[src/rtl/tis_rx_pkg.sv]
package tis_rx_pkg;

    typedef enum logic [2:0] {
        RX_OK           = 3'd0,
        RX_WAIT_TIMEOUT = 3'd1,
        RX_BAD_SIZE     = 3'd2,
        RX_STUCK        = 3'd3,
        RX_NOT_DRAINED  = 3'd4
    } rx_err_e;

    typedef enum logic [3:0] {
        S_IDLE,
        S_WAIT_DATA,
        S_BURST_CHK,
        S_STUCK_POLL,
        S_GROUP,
        S_RD_REQ,
        S_PUSH,
        S_WAIT_VALID,
        S_EXIT_CHK,
        S_RELEASE
    } rx_state_e;

    localparam logic SEL_STATUS = 1'b0;
    localparam logic SEL_DATA   = 1'b1;

    localparam int          STS_VALID_BIT = 7;
    localparam int          STS_AVAIL_BIT = 4;
    localparam logic [31:0] STS_CMD_READY = 32'h0000_0040;
    localparam int          HDR_BYTES     = 6;
    localparam int          HDR_LEN_FIRST = 2;

    function automatic logic [15:0] burst_of(input logic [31:0] sts);
        return sts[23:8];
    endfunction

    function automatic logic has_data(input logic [31:0] sts);
        return sts[STS_VALID_BIT] && sts[STS_AVAIL_BIT];
    endfunction

endpackage

[src/rtl/tis_poll_timer.sv]
module tis_poll_timer #(
    parameter int LIMIT = 1000
) (
    input  logic clk,
    input  logic rst,
    input  logic clear,
    input  logic tick,
    output logic last
);
    localparam int W = $clog2(LIMIT + 1);

    logic [W-1:0] cnt;

    always_ff @(posedge clk) begin
        if (rst || clear) cnt <= '0;
        else if (tick)    cnt <= cnt + 1'b1;
    end

    assign last = (cnt == W'(LIMIT - 1));

    // The owner stops ticking on the last poll, so the count never passes it.
    assert_poll_bound_R2: assert property (@(posedge clk) disable iff (rst)
        cnt <= W'(LIMIT - 1));

endmodule

[src/rtl/tis_len_decode.sv]
module tis_len_decode
    import tis_rx_pkg::*;
#(
    parameter int BUF_BYTES = 64,
    parameter int CNT_W     = $clog2(BUF_BYTES + 1)
) (
    input  logic             clk,
    input  logic             rst,
    input  logic             clear,
    input  logic             push,
    input  logic [CNT_W-1:0] idx,
    input  logic [7:0]       byte_in,
    output logic [31:0]      length,
    output logic             bad
);
    logic [23:0] hdr;

    // Header bytes 2..4 shift in; byte 5 completes the word combinationally.
    always_ff @(posedge clk) begin
        if (rst || clear)
            hdr <= '0;
        else if (push && idx >= CNT_W'(HDR_LEN_FIRST) && idx < CNT_W'(HDR_BYTES - 1))
            hdr <= {hdr[15:0], byte_in};
    end

    assign length = {hdr, byte_in};
    assign bad    = (length < 32'(HDR_BYTES)) || (length > 32'(BUF_BYTES));

endmodule

[src/rtl/tis_rx_sequencer.sv]
module tis_rx_sequencer
    import tis_rx_pkg::*;
#(
    parameter int BUF_BYTES  = 64,
    parameter int POLL_LIMIT = 1000,
    localparam int CNT_W     = $clog2(BUF_BYTES + 1)
) (
    input  logic             clk,
    input  logic             rst,
    input  logic             start,
    output logic             bus_req,
    output logic             bus_wr,
    output logic             bus_sel,
    output logic [31:0]      bus_wdata,
    input  logic             bus_ack,
    input  logic [31:0]      bus_rdata,
    output logic             out_valid,
    output logic [7:0]       out_data,
    input  logic             out_ready,
    output logic             done,
    output logic [CNT_W-1:0] rx_count,
    output logic [2:0]       rx_err
);
    rx_state_e        state;
    logic [31:0]      sts_q;
    logic [15:0]      burst_left;
    logic [CNT_W-1:0] offset;
    logic [CNT_W-1:0] expected;
    logic [7:0]       byte_q;
    logic             done_q;
    rx_err_e          err_q;

    logic        xfer, in_wait, wait_match, wait_last, stuck_last;
    logic        wait_clear, wait_tick, stuck_clear, stuck_tick;
    logic        hdr_push, len_bad;
    logic [31:0] len_word;
    logic [15:0] cur_burst;

    // Bus request decode
    always_comb begin
        bus_req   = 1'b0;
        bus_wr    = 1'b0;
        bus_sel   = SEL_STATUS;
        bus_wdata = '0;
        unique case (state)
            S_WAIT_DATA, S_STUCK_POLL, S_WAIT_VALID: bus_req = 1'b1;
            S_RD_REQ: begin
                bus_req = 1'b1;
                bus_sel = SEL_DATA;
            end
            S_RELEASE: begin
                bus_req   = 1'b1;
                bus_wr    = 1'b1;
                bus_wdata = STS_CMD_READY;
            end
            default: ;
        endcase
    end

    assign xfer       = bus_req && bus_ack;
    assign in_wait    = (state == S_WAIT_DATA) || (state == S_WAIT_VALID);
    assign wait_match = (state == S_WAIT_DATA) ? has_data(bus_rdata)
                                               : bus_rdata[STS_VALID_BIT];
    assign wait_clear = (state == S_IDLE && start) || (xfer && in_wait && wait_match);
    assign wait_tick  = xfer && in_wait && !wait_match && !wait_last;

    assign cur_burst   = burst_of(sts_q);
    assign stuck_clear = (state == S_IDLE && start) ||
                         (state == S_BURST_CHK && cur_burst != '0);
    assign stuck_tick  = (state == S_BURST_CHK) && (cur_burst == '0) && !stuck_last;

    assign out_valid = (state == S_PUSH);
    assign out_data  = byte_q;
    assign hdr_push  = out_valid && out_ready;

    tis_poll_timer #(.LIMIT(POLL_LIMIT)) u_wait_timer (
        .clk(clk), .rst(rst), .clear(wait_clear), .tick(wait_tick), .last(wait_last)
    );

    tis_poll_timer #(.LIMIT(POLL_LIMIT)) u_stuck_timer (
        .clk(clk), .rst(rst), .clear(stuck_clear), .tick(stuck_tick), .last(stuck_last)
    );

    tis_len_decode #(.BUF_BYTES(BUF_BYTES), .CNT_W(CNT_W)) u_len (
        .clk(clk), .rst(rst), .clear(state == S_IDLE), .push(hdr_push),
        .idx(offset), .byte_in(byte_q), .length(len_word), .bad(len_bad)
    );

    // Sequencer
    always_ff @(posedge clk) begin
        if (rst) begin
            state      <= S_IDLE;
            sts_q      <= '0;
            burst_left <= '0;
            offset     <= '0;
            expected   <= CNT_W'(BUF_BYTES);
            byte_q     <= '0;
            done_q     <= 1'b0;
            err_q      <= RX_OK;
        end else begin
            done_q <= 1'b0;
            unique case (state)
                S_IDLE: if (start) begin
                    offset   <= '0;
                    expected <= CNT_W'(BUF_BYTES);
                    state    <= S_WAIT_DATA;
                end
                S_WAIT_DATA: if (xfer) begin
                    if (wait_match) begin
                        sts_q <= bus_rdata;
                        state <= S_BURST_CHK;
                    end else if (wait_last) begin
                        done_q <= 1'b1; err_q <= RX_WAIT_TIMEOUT; state <= S_IDLE;
                    end
                end
                S_BURST_CHK: begin
                    if (cur_burst == '0) begin
                        if (stuck_last) begin
                            done_q <= 1'b1; err_q <= RX_STUCK; state <= S_IDLE;
                        end else begin
                            state <= S_STUCK_POLL;
                        end
                    end else begin
                        burst_left <= cur_burst;
                        state      <= S_GROUP;
                    end
                end
                S_STUCK_POLL: if (xfer) begin
                    sts_q <= bus_rdata;
                    state <= S_BURST_CHK;
                end
                S_GROUP: begin
                    if (burst_left != '0 && offset < expected) state <= S_RD_REQ;
                    else                                       state <= S_WAIT_VALID;
                end
                S_RD_REQ: if (xfer) begin
                    byte_q <= bus_rdata[7:0];
                    state  <= S_PUSH;
                end
                S_PUSH: if (out_ready) begin
                    offset     <= offset + 1'b1;
                    burst_left <= burst_left - 1'b1;
                    state      <= S_GROUP;
                    if (offset == CNT_W'(HDR_BYTES - 1)) begin
                        if (len_bad) begin
                            done_q <= 1'b1; err_q <= RX_BAD_SIZE; state <= S_IDLE;
                        end else begin
                            expected <= len_word[CNT_W-1:0];
                        end
                    end
                end
                S_WAIT_VALID: if (xfer) begin
                    if (wait_match) begin
                        sts_q <= bus_rdata;
                        if (offset != expected && has_data(bus_rdata)) state <= S_BURST_CHK;
                        else                                           state <= S_EXIT_CHK;
                    end else if (wait_last) begin
                        done_q <= 1'b1; err_q <= RX_WAIT_TIMEOUT; state <= S_IDLE;
                    end
                end
                S_EXIT_CHK: begin
                    if (sts_q[STS_AVAIL_BIT]) begin
                        done_q <= 1'b1; err_q <= RX_NOT_DRAINED; state <= S_IDLE;
                    end else begin
                        state <= S_RELEASE;
                    end
                end
                S_RELEASE: if (xfer) begin
                    done_q <= 1'b1; err_q <= RX_OK; state <= S_IDLE;
                end
                default: state <= S_IDLE;
            endcase
        end
    end

    assign done     = done_q;
    assign rx_count = offset;
    assign rx_err   = err_q;

    // Assertions
    assert_done_pulse_R11: assert property (@(posedge clk) disable iff (rst)
        done |=> !done);

    assert_stream_hold_R4: assert property (@(posedge clk) disable iff (rst)
        out_valid && !out_ready |=> out_valid && $stable(out_data));

    assert_bus_hold_R3: assert property (@(posedge clk) disable iff (rst)
        bus_req && !bus_ack |=> bus_req && $stable(bus_sel) && $stable(bus_wr));

    assert_release_before_ok_R10: assert property (@(posedge clk) disable iff (rst)
        done && rx_err == 3'(RX_OK) |-> $past(bus_req && bus_ack && bus_wr));

    assert_bad_count_R6: assert property (@(posedge clk) disable iff (rst)
        done && rx_err == 3'(RX_BAD_SIZE) |-> rx_count == CNT_W'(HDR_BYTES));

    assert_count_bound_R5: assert property (@(posedge clk) disable iff (rst)
        rx_count <= CNT_W'(BUF_BYTES));

endmodule

[config.mk]
export PLATFORM = sky130hd
export DESIGN_NAME = tis_rx_sequencer
export DESIGN_NICKNAME = d
export VERILOG_FILES = /design/src/rtl/tis_rx_pkg.sv /design/src/rtl/tis_poll_timer.sv /design/src/rtl/tis_len_decode.sv /design/src/rtl/tis_rx_sequencer.sv
export SDC_FILE = /design/constraint.sdc
export NUM_CORES = 1
export LEC_CHECK = 0
export BUFFER_PORTS_ARGS = -buffer_cell sky130_fd_sc_hd__buf_4
export CORE_MARGIN = 4
export CORE_UTILIZATION = 40
export CTS_BUF_LIST = sky130_fd_sc_hd__clkbuf_16
export CTS_CLUSTER_DIAMETER = 80
export DETAILED_ROUTE_END_ITERATION = 8
export SLEW_MARGIN = 20
export SYNTH_ARGS = -nofsm -noshare
export SYNTH_HDL_FRONTEND = slang
export SYNTH_SLANG_ARGS = --single-unit
[constraint.sdc]
create_clock -name clk -period 3.2 [get_ports clk]
set_clock_uncertainty 0.15 [all_clocks]
set_input_delay 0.16 -clock clk [delete_from_list [all_inputs] [get_ports clk]]
set_output_delay 0.16 -clock clk [all_outputs]
set_load 0.02 [all_outputs]
* After elaboration in Yosys (flattened, before gate mapping)
Cells that the tools add are included.
** Cells by class
- Muxes and demuxes :: 60
- Add/subtract/negate cells :: 4
- Reduce and logical (&&, ||, !) cells :: 42
- Equality and inequality tests :: 31
- Magnitude comparators :: 5
** Operator list (number)
- 24-bit two-way mux :: 3
- 4-bit two-way mux :: 13
- 7-bit two-way mux :: 7
- 24-bit one-hot mux with 2 select lines :: 1
- 4-bit one-hot mux with 10 select lines :: 1
- 3-bit two-way mux :: 12
- 32-bit by 7-bit > comparator with 1-bit output, second input constant :: 1
- 32-bit by 3-bit < comparator with 1-bit output, second input constant :: 1
- 16-bit two-way mux :: 2
- 16-bit one-hot mux with 2 select lines :: 1
- 16-bit nonzero test :: 2
- 7-bit one-hot mux with 2 select lines :: 2
- 2-bit inequality test, second input constant :: 11
- 10-bit by 1-bit adder with 10-bit output, second input constant :: 2
- 10-bit equality test, second input constant :: 2
- 4-bit by 3-bit equality test with 1-bit output, second input constant :: 4
- 16-bit logical NOT :: 1
- 16-bit by 1-bit subtractor with 16-bit output, second input constant :: 1
- 1-bit logical AND :: 15
- 3-bit one-hot mux with 5 select lines :: 1
- 1-bit two-way mux :: 14
- 2-bit by 1-bit inequality test with 1-bit output, second input constant :: 7
- 11-bit AND reduction :: 1
- 4-bit by 2-bit equality test with 1-bit output, second input constant :: 2
- 22 further kinds :: 35
** Word-level totals
- Bits in registers :: 114
- Output and inout port bits :: 55
- Input port bits :: 37

* Depth between registers and ports, before layout
Gate-level depths: netlist of run 1.
- Word-level depth :: 8
- Depth in mapped cells :: 9
- Mapped depth without buffers :: 8

* Modules after synthesis
A second synthesis of run 1 with hierarchy kept.
** Second synthesis, totals
- Cells, all modules :: 690
- Area, all modules :: 5694.2 um2
** By module, submodules not included
- tis_rx_sequencer :: instances 1, area an instance 3686.0 um2, sequential area each 1261.2 um2, cells each 475
- tis_len_decode :: instances 1, area an instance 1089.8 um2, sequential area each 480.5 um2, cells each 113
- tis_poll_timer :: instances 2, area an instance 459.2 um2, sequential area each 200.2 um2, cells each 51

* Worst setup path before layout of run 1
OpenSTA, ideal clock, no wires.
- Kind :: register -> register
- From :: reg u_stuck_timer.cnt[0]
- To :: reg err_q[2], in the netlist rx_err[2]
- Clock period less this slack :: 2.300 ns
- Data arrival time :: 2.027 ns
- Path slack :: 0.900 ns
- Cell stages (with the launch flop) :: 8
- Required time :: 2.927 ns
- Cells stage by stage :: dfxtp_1 -> ha_1 -> nand2_1 -> or4_1 -> o31a_1 -> a211oi_2 -> o21ai_2 -> mux2_1
** On the way
- Word-level cells in the longest chain between the ends :: 3
** RTL lines
- start: declaration :: line tis_poll_timer.sv:12 : logic [W-1:0] cnt;
- start signal: assignment :: line tis_poll_timer.sv:16 : else if (tick) cnt <= cnt + 1'b1;
- 10-bit equality test :: line tis_poll_timer.sv:19 : assign last = (cnt == W'(LIMIT - 1));
- 2-bit inequality test (no line)
- 11-bit AND reduction (no line)
- end signal: assignment :: line tis_rx_sequencer.sv:99 : err_q <= RX_OK;
- end signal: assignment :: line tis_rx_sequencer.sv:113 : done_q <= 1'b1; err_q <= RX_WAIT_TIMEOUT; state <= S_IDLE;
- end signal: assignment :: line tis_rx_sequencer.sv:119 : done_q <= 1'b1; err_q <= RX_STUCK; state <= S_IDLE;
- end: declaration :: line tis_rx_sequencer.sv:31 : rx_err_e err_q;
No other way between the ends.
A chain may end at the register's enable or synchronous reset.

* Worst setup path after layout of run 1
- From :: reg u_len.hdr[12]
- To :: reg err_q[2], in the netlist rx_err[2]
** On the way
- Word-level cells in the longest chain between the ends :: 4
- Elaborated cells on any way between the ends :: 5
- Those cells by class :: order compare: 2; eq/ne: 1; reduce/logical: 2
** RTL lines
- start: declaration :: line tis_len_decode.sv:16 : logic [23:0] hdr;
- start signal: assignment :: line tis_len_decode.sv:23 : hdr <= {hdr[15:0], byte_in};
- 32-bit by 3-bit < comparator with 1-bit output / 32-bit by 7-bit > comparator with 1-bit output (equally long branches) :: line tis_len_decode.sv:27 : assign bad = (length < 32'(HDR_BYTES)) || (length > 32'(BUF_BYTES));
- 1-bit logical OR (*) :: line tis_len_decode.sv:27
- 2-bit by 1-bit inequality test with 1-bit output (no line) (*)
- 11-bit AND reduction (no line) (*)
Every way passes the cells marked *; elsewhere a longest branch is shown, timed or not.

==> results of run 1 <==
[area by class of cell]
class | instances | area share
multi-input cells | 523 | 0.464
flip-flops and latches | 107 | 0.335
repair buffers | 90 | 0.115
clock buffers | 9 | 0.0352
well taps | 176 | 0.0344
clock inverters | 7 | 0.00958
inverters | 13 | 0.00762
[state kept, by name, summed over array words and instances (netlist names)]
name	cells
state	4
rx_err	3
u_len.hdr	24
u_stuck_timer.cnt	10
rx_count	7
sts_q	17
burst_left	16
done	1
u_wait_timer.cnt	10
out_data	8
expected	7
[worst min-delay path, cell delays in order]
cell and delay [ns]:
buf_4 0.14, a21oi_1 0.13, a211oi_1 0.06
[kinds of logic after synthesis]
group / share of synthesized area
other: 0.000686
and+or+nand+nor: 0.250
adders and majority gates: 0.0297
DFF: 0.392
muxes: 0.0533
xor gates and xnor gates: 0.0320
AOI/OAI and AO/OA: 0.157
buffers and inverters: 0.0860
[where the power goes]
group	internal [mW]	switching, mW
logic	0.118	0.194
clock network	0.542	0.534
registers	1.35	0.0230
[how the worst min path moves through the flow]
stage,from,end,slack [ns],cells past startpoint
6_report,out_ready,rx_count[0],0.03,3
5_1_grt,out_ready,rx_count[0],0.04,3
3_3_place_gp,bus_rdata[2],out_data[2],0.24,3
3_5_place_dp,bus_rdata[6],out_data[6],0.25,3
2_1_floorplan,bus_rdata[10],sts_q[10],0.16,2
4_1_cts,out_ready,rx_count[0],0.02,3
[cells in the mapped netlist (2+ instances only)]
master       n  area share
a2bb2oi_1    3      0.0048
ha_1        13       0.030
xor2_1      14       0.022
buf_4       40       0.055
buf_2        4      0.0037
clkbuf_1    27       0.019
a211oi_1     2      0.0027
o31a_1       2      0.0032
o21ai_0     33       0.030
a221oi_1     3      0.0048
o22ai_1      3      0.0034
nand3_1     15       0.014
o31ai_1      4      0.0055
a21oi_1     65       0.059
or2_2        3      0.0034
xnor2_1      6      0.0096
nand4_1     15       0.017
nor4_1      15       0.017
dfxtp_1    107        0.39
nand4b_1     2      0.0032
nand2b_1     4      0.0046
nor2_1      70       0.048
or3_1        7      0.0080
o41ai_1      2      0.0032
inv_1       13      0.0089
a22oi_1      3      0.0041
a21o_1       4      0.0055
and2_1       4      0.0046
o21ai_1      2      0.0018
nor2b_1      7      0.0080
nor3b_1      2      0.0027
or3b_1       2      0.0032
nand2_1    110       0.076
mux2i_1     28       0.051
nor3_1      13       0.012
o211ai_1     3      0.0041
or4_1        5      0.0069
o21a_1       2      0.0027
and3_1       6      0.0069
[per-layer routing]
metal  track usage  up-vias
met5             0        -
met3        0.0377       14
met2         0.281      122
li1              -     2453
met1         0.220     2246
met4        0.0523        0
[stage by stage]
stage | area [um^2] | hold WS, ns
6_report | 6400 | 0.0297
5_1_grt | 6400 | 0.0379
4_1_cts | 6400 | 0.0185
3_5_place_dp | 5870 | 0.250
3_3_place_gp | 5870 | 0.243
2_1_floorplan | 5580 | 0.157
==> run metrics, run 1 <==
outcome=complete, no violations; final wirelength=13.2 mm; final hold vios=0; clock sink count=107; highest-count cells in the layout ignoring fill and taps=110 x nand2_1, 107 x dfxtp_1, 70 x nor2_1; Setup Buffers After CTS=0; WL/cell=14.3 um; die area=0.0156 mm^2; Arr. time, crit path=2.71 ns; Clock Tree Buf Depth=2; CP endpoint kind=flop; CP max stage delay=0.52 ns; Max VDD drop=200 uV; register area share after synthesis=0.392; Worst Path Max Fanout=4; Max Slew Vio Count=0; DR iter-0 viols=342; # port buffers=52; fin crit share=0.817; CP required=3.30 ns; CTS tree=built; Synth Register Bits=107; cell family with most CP delay=compound AO/OA/AOI/OAI gates; Critical R2R Launch=u_len.hdr[12]; vias in the first global route=4630; Slew @ Worst Pin=0.705 ns; met3 wire length=620 um; count of non-filler cells in the finished layout=925; CTS buffer count=9; Placer Congestion=0.841; first-pass GRT wire length=22.2 mm; Post-Synthesis Cell Area=0.00547 mm^2; minimum clock period after layout=2.61 ns; Final HPWL DP=9.39 mm; initial antenna violation count=0; Pwr Total=2.76 mW; Starting Density=0.411; gr ovfl total=0; # rows=42; ANT cells=0; commonest non-fill, non-tap cell in the layout=nand2_1; # IOs=92; worst skew pair latency=0.36 ns; largest net degree at the start of global routing=62; gr usage total=0.169; worst slack, placed=0.637 ns; Crit. Startpoint=u_len.hdr[12]; crit-path cells=or4_1 > a211o_1 > o31ai_1 > a211oi_2 > o21ai_2 > mux2_1; final setup vio count=0; EDFF count, synth=0; Rel. slew slack=0.527; Register Area=0.00214 mm^2; via count=4835; Min-Delay Path Class=input pin to flop; # Max-Cap Violations=0; hold_buf cts=24; placed insts=885; antenna-violating nets left=0; RR Endpoint=rx_err[2]; FMAX=383 MHz; Sum Neg Setup Slack=0 ns; reg2reg path depth=6; DR DRC count=0; Die X-Extent=125 um; pwr dens=431 mW/mm^2; Core Region=0.0133 mm^2; fillcell total=1296; area occupied by multi-input gates=0.00297 mm^2; Clock Root Buffer=clkbuf_16; Die Y=125 um; synth unique cells=60; Static Leak=2.34 nW; clock-pin slew on the worst setup and hold paths=0.08 ns; Synth Warn #=0; Final Util=0.481; CP startpoint kind=flop; post-cts repair resize count=0; layout net count=794; M1 WL=6.13 mm; number of detailed-route iterations in the first pass=4; Crit Path Class=flop to flop; final worst slack=0.586 ns; area grow syn2layout=17.1%; async set-reset flop share out of synthesis=0; DR vias/cell=5.23; critical path's slowest cell=or4_1; CTS H-tree lvls=3; Mean Syn Cell Area=7.99 um^2; reg-to-reg slack, setup=0.59 ns; most common flop cell mapped by yosys=dfxtp_1; Crit path buffers/inverters=0; RSZ-0062 raised after global routing=false; Gate Count Post-Synth=684; max layer used=met4; CP endpoint=rx_err[2]; metal2 WL=6.29 mm; layout cells sized above 1=0.126; Stages on worst setup path=6
Power figures use the tool's default switching activity.
==> inputs of run 2 (changes only) <==
==> constraint.sdc (replaced) <==
create_clock -name clk -period 2.21 [get_ports clk]
set_clock_uncertainty 0.15 [all_clocks]
set_input_delay 0.1105 -clock clk [delete_from_list [all_inputs] [get_ports clk]]
set_output_delay 0.1105 -clock clk [all_outputs]
set_load 0.02 [all_outputs]
==> run 2 against run 1 <==
  * The flow now finishes with violations (setup timing)
  * Worst setup slack got worse by 0.71 ns
  * Largest cell class unchanged
  * Via count grew 7.2%
  * Combinational power up 80%
  * Sequential power is 44% higher
==> run metrics, run 2 (synthesis gave the netlist of run 1 again) <==
DR DRC count=0 (unchanged); Crit Path Class=flop to flop; fillcell total=1229 (-5.2%); Net Sw Power=1.18 mW (+57%); DR vias/cell=5.16 (-1.2%); ANT cells=0 (unchanged); Top Registers=u_len.hdr (24), sts_q (17), burst_left (16); Clk network pwr share=0.393 (+0.003); Clock Tree Buf Depth=2 (unchanged); Rel. slew slack=0.539 (+0.0122); area occupied by multi-input gates=0.00313 mm^2 (+5.3%); CP required=2.32 ns (-0.98 ns); minimum clock period after layout=2.33 ns (-0.284 ns); worst skew pair latency=0.36 ns (about the same); cell family with most CP delay=simple AND/OR/NAND/NOR gates; FMAX=429 MHz (+12%); clock sink count=107 (unchanged); vias in the first global route=4991 (+7.8%); final hold vios=0 (unchanged); Slew @ Worst Pin=0.686 ns (-0.0182 ns); Worst Path Max Fanout=2 (-2); Arr. time, crit path=2.44 ns (-0.27 ns); outcome=finished with violations; RR Endpoint=expected[6]; Static Leak=2.78 nW (+19%); CTS buffer count=9 (unchanged); first-pass GRT wire length=24.1 mm (+8.8%); RSZ-0062 raised after global routing=true; Placer Congestion=0.857 (+1.9%); Starting Density=0.411 (unchanged); Reg power frac=0.473 (-0.024); gr ovfl total=0 (unchanged); fin crit share=1.05 (+0.237); layout cells sized above 1=0.246 (+0.121); antenna-violating nets left=0 (unchanged); pwr dens=579 mW/mm^2 (+34%); via count=5185 (+7.2%); DR iter-0 viols=350 (+2.3%); crit-path cells=or4_1 > a211o_1 > buf_6 > nor4_4 > o21ai_4 > or3_1 > a21o_1; Clock Root Buffer=clkbuf_16; largest net degree at the start of global routing=44 (-29%); count of non-filler cells in the finished layout=1004 (+8.5%); final wirelength=14.9 mm (+13%); WL/cell=14.9 um (+4.1%); area grow syn2layout=31.8%; Hold WS=0.0175 ns (-0.0121 ns); gr usage total=0.186 (+0.0164); # Max-Cap Violations=0 (unchanged); die area=0.0156 mm^2 (unchanged); Biggest register=u_len.hdr; Worst Hold Endpoint=rx_count[3]; number of detailed-route iterations in the first pass=5 (+1); Max VDD drop=330 uV (+65%); clock-pin slew on the worst setup and hold paths=0.08 ns (about the same); initial antenna violation count=0 (unchanged); placed insts=959 (+8.4%); highest-count cells in the layout ignoring fill and taps=138 x buf_4, 109 x nand2_1, 98 x dfxtp_1; failing checks=setup timing; CTS H-tree lvls=3 (unchanged); max FFs per register=24 (unchanged); # IOs=92 (unchanged); CP max stage delay=0.52 ns (about the same); # port buffers=52 (unchanged); CTS tree=built; reg2reg path depth=7 (+1); CP endpoint kind=flop; Crit path buffers/inverters=1 (+1); commonest non-fill, non-tap cell in the layout=buf_4; Sw Ratio=0.282 (+0.0102); Register Area=0.00215 mm^2 (+0.53%); Min-Delay Path Class=input pin to flop; internal power=2.99 mW (+49%); final setup vio count=5 (+5); hold path cells=3 (unchanged); hold path startpoint=start; Die X-Extent=125 um (unchanged); Core Region=0.0133 mm^2 (unchanged); Final HPWL DP=10.6 mm (+13%); CP startpoint kind=flop; final worst slack=-0.119 ns (-0.706 ns); Critical R2R Launch=u_len.hdr[21]; worst slack, placed=-0.281 ns (-0.918 ns); reg-to-reg slack, setup=-0.12 ns (-0.71 ns); layout net count=873 (+9.9%); Sum Neg Setup Slack=-0.379 ns (-0.379 ns); critical path's slowest cell=or4_1; combinational power share=0.134 (+0.021); Max Slew Vio Count=0 (unchanged); # rows=42 (unchanged); Die Y=125 um (unchanged)
## run 2: power by group through the flow
stage | combinational (mW) | clock [mW] | sequential (mW)
after floorplan | 0.331 | 0 | 2.02
after global placement | 0.485 | 0 | 2.01
after global routing | 0.606 | 1.77 | 1.97
final | 0.560 | 1.64 | 1.97
after detailed placement | 0.490 | 0 | 2.02
after CTS | 0.532 | 1.68 | 1.97
## run 2: stage by stage
stage | power [mW] | util | instance area (um^2)
final | 4.17 | 0.542 | 7210
after global routing | 4.35 | 0.542 | 7210
after CTS | 4.18 | 0.532 | 7070
after detailed placement | 2.51 | 0.487 | 6470
after global placement | 2.50 | 0.487 | 6470
after floorplan | 2.35 | - | 5610
## run 2: per-layer routing
metal	up-vias	share of wire	GRT usage	routed length (um)
met1	2439	0.45	0.239	6750
met3	25	0.043	0.0300	636
li1	2597	-	-	-
met2	124	0.49	0.314	7260
met5	-	0	0	0
met4	0	0.020	0.0702	294
## run 2: area by class of cell
type / instances / share of cell area
inverters: 13 / 0.00677
repair buffers: 169 / 0.188
clock buffers: 9 / 0.0313
flip-flops and latches: 107 / 0.299
well taps: 176 / 0.0306
multi-input cells: 523 / 0.434
clock inverters: 7 / 0.0108
## run 2: tightest hold or removal path: stages
cell and delay [ns]:
buf_4 0.11, o21a_1 0.20, nor2_1 0.06
## run 2: how the worst max path moves through the flow
stage	startpoint	end	slack (ns)	depth (start not counted)
finish	u_len.hdr[21]	expected[6]	-0.12	7
global route	u_len.hdr[21]	expected[6]	-0.17	7
CTS	u_len.hdr[21]	rx_err[2]	-0.12	7
detailed placement	sts_q[15]	rx_err[2]	-0.28	7
global placement	sts_q[15]	rx_err[2]	-0.17	7
floorplan	u_len.hdr[12]	expected[6]	-0.07	6
## run 2: what timing repair did
item | in CTS | in global routing
setup endpoints to repair | 41 | 41
hold buffers | 26 | 0
gates resized for setup | 7 | 33
buffers inserted | 1 | 1
pin swaps | 5 | 23
endpoints found under the hold margin | 35 | 0
gates cloned | 0 | 1
==> inputs of run 3 (changes only) <==
--- a/config.mk
+++ b/config.mk
@@ -11,6 +11,7 @@
 export CTS_BUF_LIST = sky130_fd_sc_hd__clkbuf_16
 export CTS_CLUSTER_DIAMETER = 80
 export DETAILED_ROUTE_END_ITERATION = 8
+export SKIP_LAST_GASP = 1
 export SLEW_MARGIN = 20
 export SYNTH_ARGS = -nofsm -noshare
 export SYNTH_HDL_FRONTEND = slang
==> run 3 against run 2 <==
  * The run still ends with setup timing left
  * Sequential cell count did not move
  * Clock power barely moved
  * First-iteration DRC count fell by 6.6%
  * Cell area fell by 0.21%
  * Combinational power fell by 1%
  * Global-route usage did not move
  * Worst setup slack got worse by 0.0021 ns
  * Critical path type unchanged
  * Critical endpoint unchanged
==> run metrics, run 3 (synthesis gave the netlist of run 1 again) <==
Die Y=125 um (unchanged); fillcell total=1235 (+0.49%); Static Leak=2.78 nW (about the same); CP startpoint kind=flop; Biggest register=u_len.hdr; Net Sw Power=1.17 mW (-0.52%); clock sink count=107 (unchanged); highest-count cells in the layout ignoring fill and taps=139 x buf_4, 109 x nand2_1, 98 x dfxtp_1; die area=0.0156 mm^2 (unchanged); final wirelength=14.9 mm (-0.50%); CTS tree=built; CTS H-tree lvls=3 (unchanged); Clk network pwr share=0.393 (about the same); CP endpoint kind=flop; final setup vio count=5 (unchanged); Core Region=0.0133 mm^2 (unchanged); combinational power share=0.133 (about the same); design area=0.00719 mm^2 (-0.21%); pwr dens=579 mW/mm^2 (about the same); Final Util=0.541 (-0.00113); CP required=2.32 ns (about the same); number of detailed-route iterations in the first pass=4 (-1); internal power=2.99 mW (-0.14%); dpl cell area=0.00647 mm^2 (unchanged); Top Registers=u_len.hdr (24), sts_q (17), burst_left (16); minimum clock period after layout=2.33 ns (+0.00212 ns); layout net count=873 (unchanged); final worst slack=-0.122 ns (-0.00212 ns); layout cells sized above 1=0.245 (-0.00121); Crit Path Class=flop to flop; Max Slew Vio Count=0 (unchanged); FMAX=429 MHz (about the same); # Max-Cap Violations=0 (unchanged); first-pass GRT wire length=24.1 mm (unchanged); vias in the first global route=4991 (unchanged); Critical R2R Launch=u_len.hdr[21]; fin crit share=1.06 (about the same); Worst Path Max Fanout=2 (unchanged); DR DRC count=0 (unchanged); Rel. slew slack=0.536 (-0.00347); worst skew pair latency=0.35 ns (about the same); # port buffers=52 (unchanged); final hold vios=0 (unchanged); Reg power frac=0.474 (about the same); Slew @ Worst Pin=0.692 ns (+0.00517 ns); DR iter-0 viols=327 (-6.6%); largest net degree at the start of global routing=44 (unchanged); max FFs per register=24 (unchanged); RR Endpoint=expected[6]; gr ovfl total=0 (unchanged); Min-Delay Path Class=input pin to flop; area grow syn2layout=31.5%; initial antenna violation count=0 (unchanged); via count=5172 (-0.25%); failing checks=setup timing; Sw Ratio=0.282 (-0.000771); ANT cells=0 (unchanged); Starting Density=0.411 (unchanged); outcome=finished with violations; gr usage total=0.186 (unchanged); Crit. Startpoint=u_len.hdr[21]; Clock Tree Buf Depth=2 (unchanged); reg-to-reg slack, setup=-0.12 ns (about the same); CP endpoint=expected[6]; clock-pin slew on the worst setup and hold paths=0.08 ns (about the same); commonest non-fill, non-tap cell in the layout=buf_4; reg2reg path depth=7 (unchanged); # rows=42 (unchanged); Placer Congestion=0.857 (unchanged); Max VDD drop=330 uV (about the same); CTS buffer count=9 (unchanged); Arr. time, crit path=2.44 ns (about the same); # IOs=92 (unchanged); RSZ-0062 raised after global routing=true; DR vias/cell=5.15 (-0.25%); Final HPWL DP=10.6 mm (unchanged); WL/cell=14.8 um (-0.50%); Clock Root Buffer=clkbuf_16; antenna-violating nets left=0 (unchanged); Die X-Extent=125 um (unchanged)
run 3: power by group through the flow:
stage	clock network [mW]	registers, mW	logic, mW
2_1_floorplan	0	2.02	0.331
4_1_cts	1.68	1.97	0.532
3_3_place_gp	0	2.01	0.485
3_5_place_dp	0	2.02	0.490
6_report	1.64	1.97	0.553
5_1_grt	1.77	1.97	0.600
run 3: timing repair:
action,in CTS,in global routing
pin swaps,4,23
hold buffers,26,0
endpoints found under the setup margin,41,41
endpoints found under the hold margin,35,0
cloned,0,1
gates resized for setup,7,30
setup buffers,1,1
run 3: worst min-delay path by stage:
stage,to,startpoint,cells after the start
floorplan,sts_q[10],bus_rdata[10],2
global placement,out_data[1],bus_rdata[1],3
detailed placement,sts_q[10],bus_rdata[10],3
CTS,rx_count[3],start,3
global route,rx_count[2],start,3
finish,rx_count[3],start,3
run 3: layout make-up:
cell class                      instances  area, um^2  area share
Timing Repair Buffer                  169        1350       0.188
Clock buffer                            9         225      0.0313
Inverter                               13        48.8     0.00679
Clock inverter                          7        77.6      0.0108
Sequential cell                       107        2150       0.299
Tap cell                              176         220      0.0306
Multi-Input combinational cell        523        3110       0.433
run 3: critical path, cell delays in order, from the launching register on:
cell and delay [ns]:
dfxtp_2 0.32, or4_1 0.52, a211o_1 0.32, buf_6 0.13, nor4_4 0.23, o21ai_4 0.07
or3_1 0.31, a21o_1 0.18
run 3: stage by stage:
step	setup TNS, ns	std cells	setup WS (ns)	hold slack [ns]	power (mW)
after floorplan	-0.111	714	-0.0652	0.108	2.35
after global placement	-0.810	959	-0.171	0.195	2.50
after detailed placement	-2.68	959	-0.281	0.204	2.51
after CTS	-0.473	1002	-0.116	0.00582	4.18
after global routing	-1.04	1004	-0.174	0.0293	4.34
final	-0.448	1004	-0.122	0.0195	4.16
run 3: metal layers:
metal / GRT usage / wire [um] / vias to the layer above / part of all wire
met5: 0 / 0 / - / 0
met4: 0.0702 / 271 / 0 / 0.018
met3: 0.0300 / 699 / 23 / 0.047
met2: 0.314 / 7380 / 125 / 0.50
met1: 0.239 / 6530 / 2422 / 0.44
li1: - / - / 2602 / -
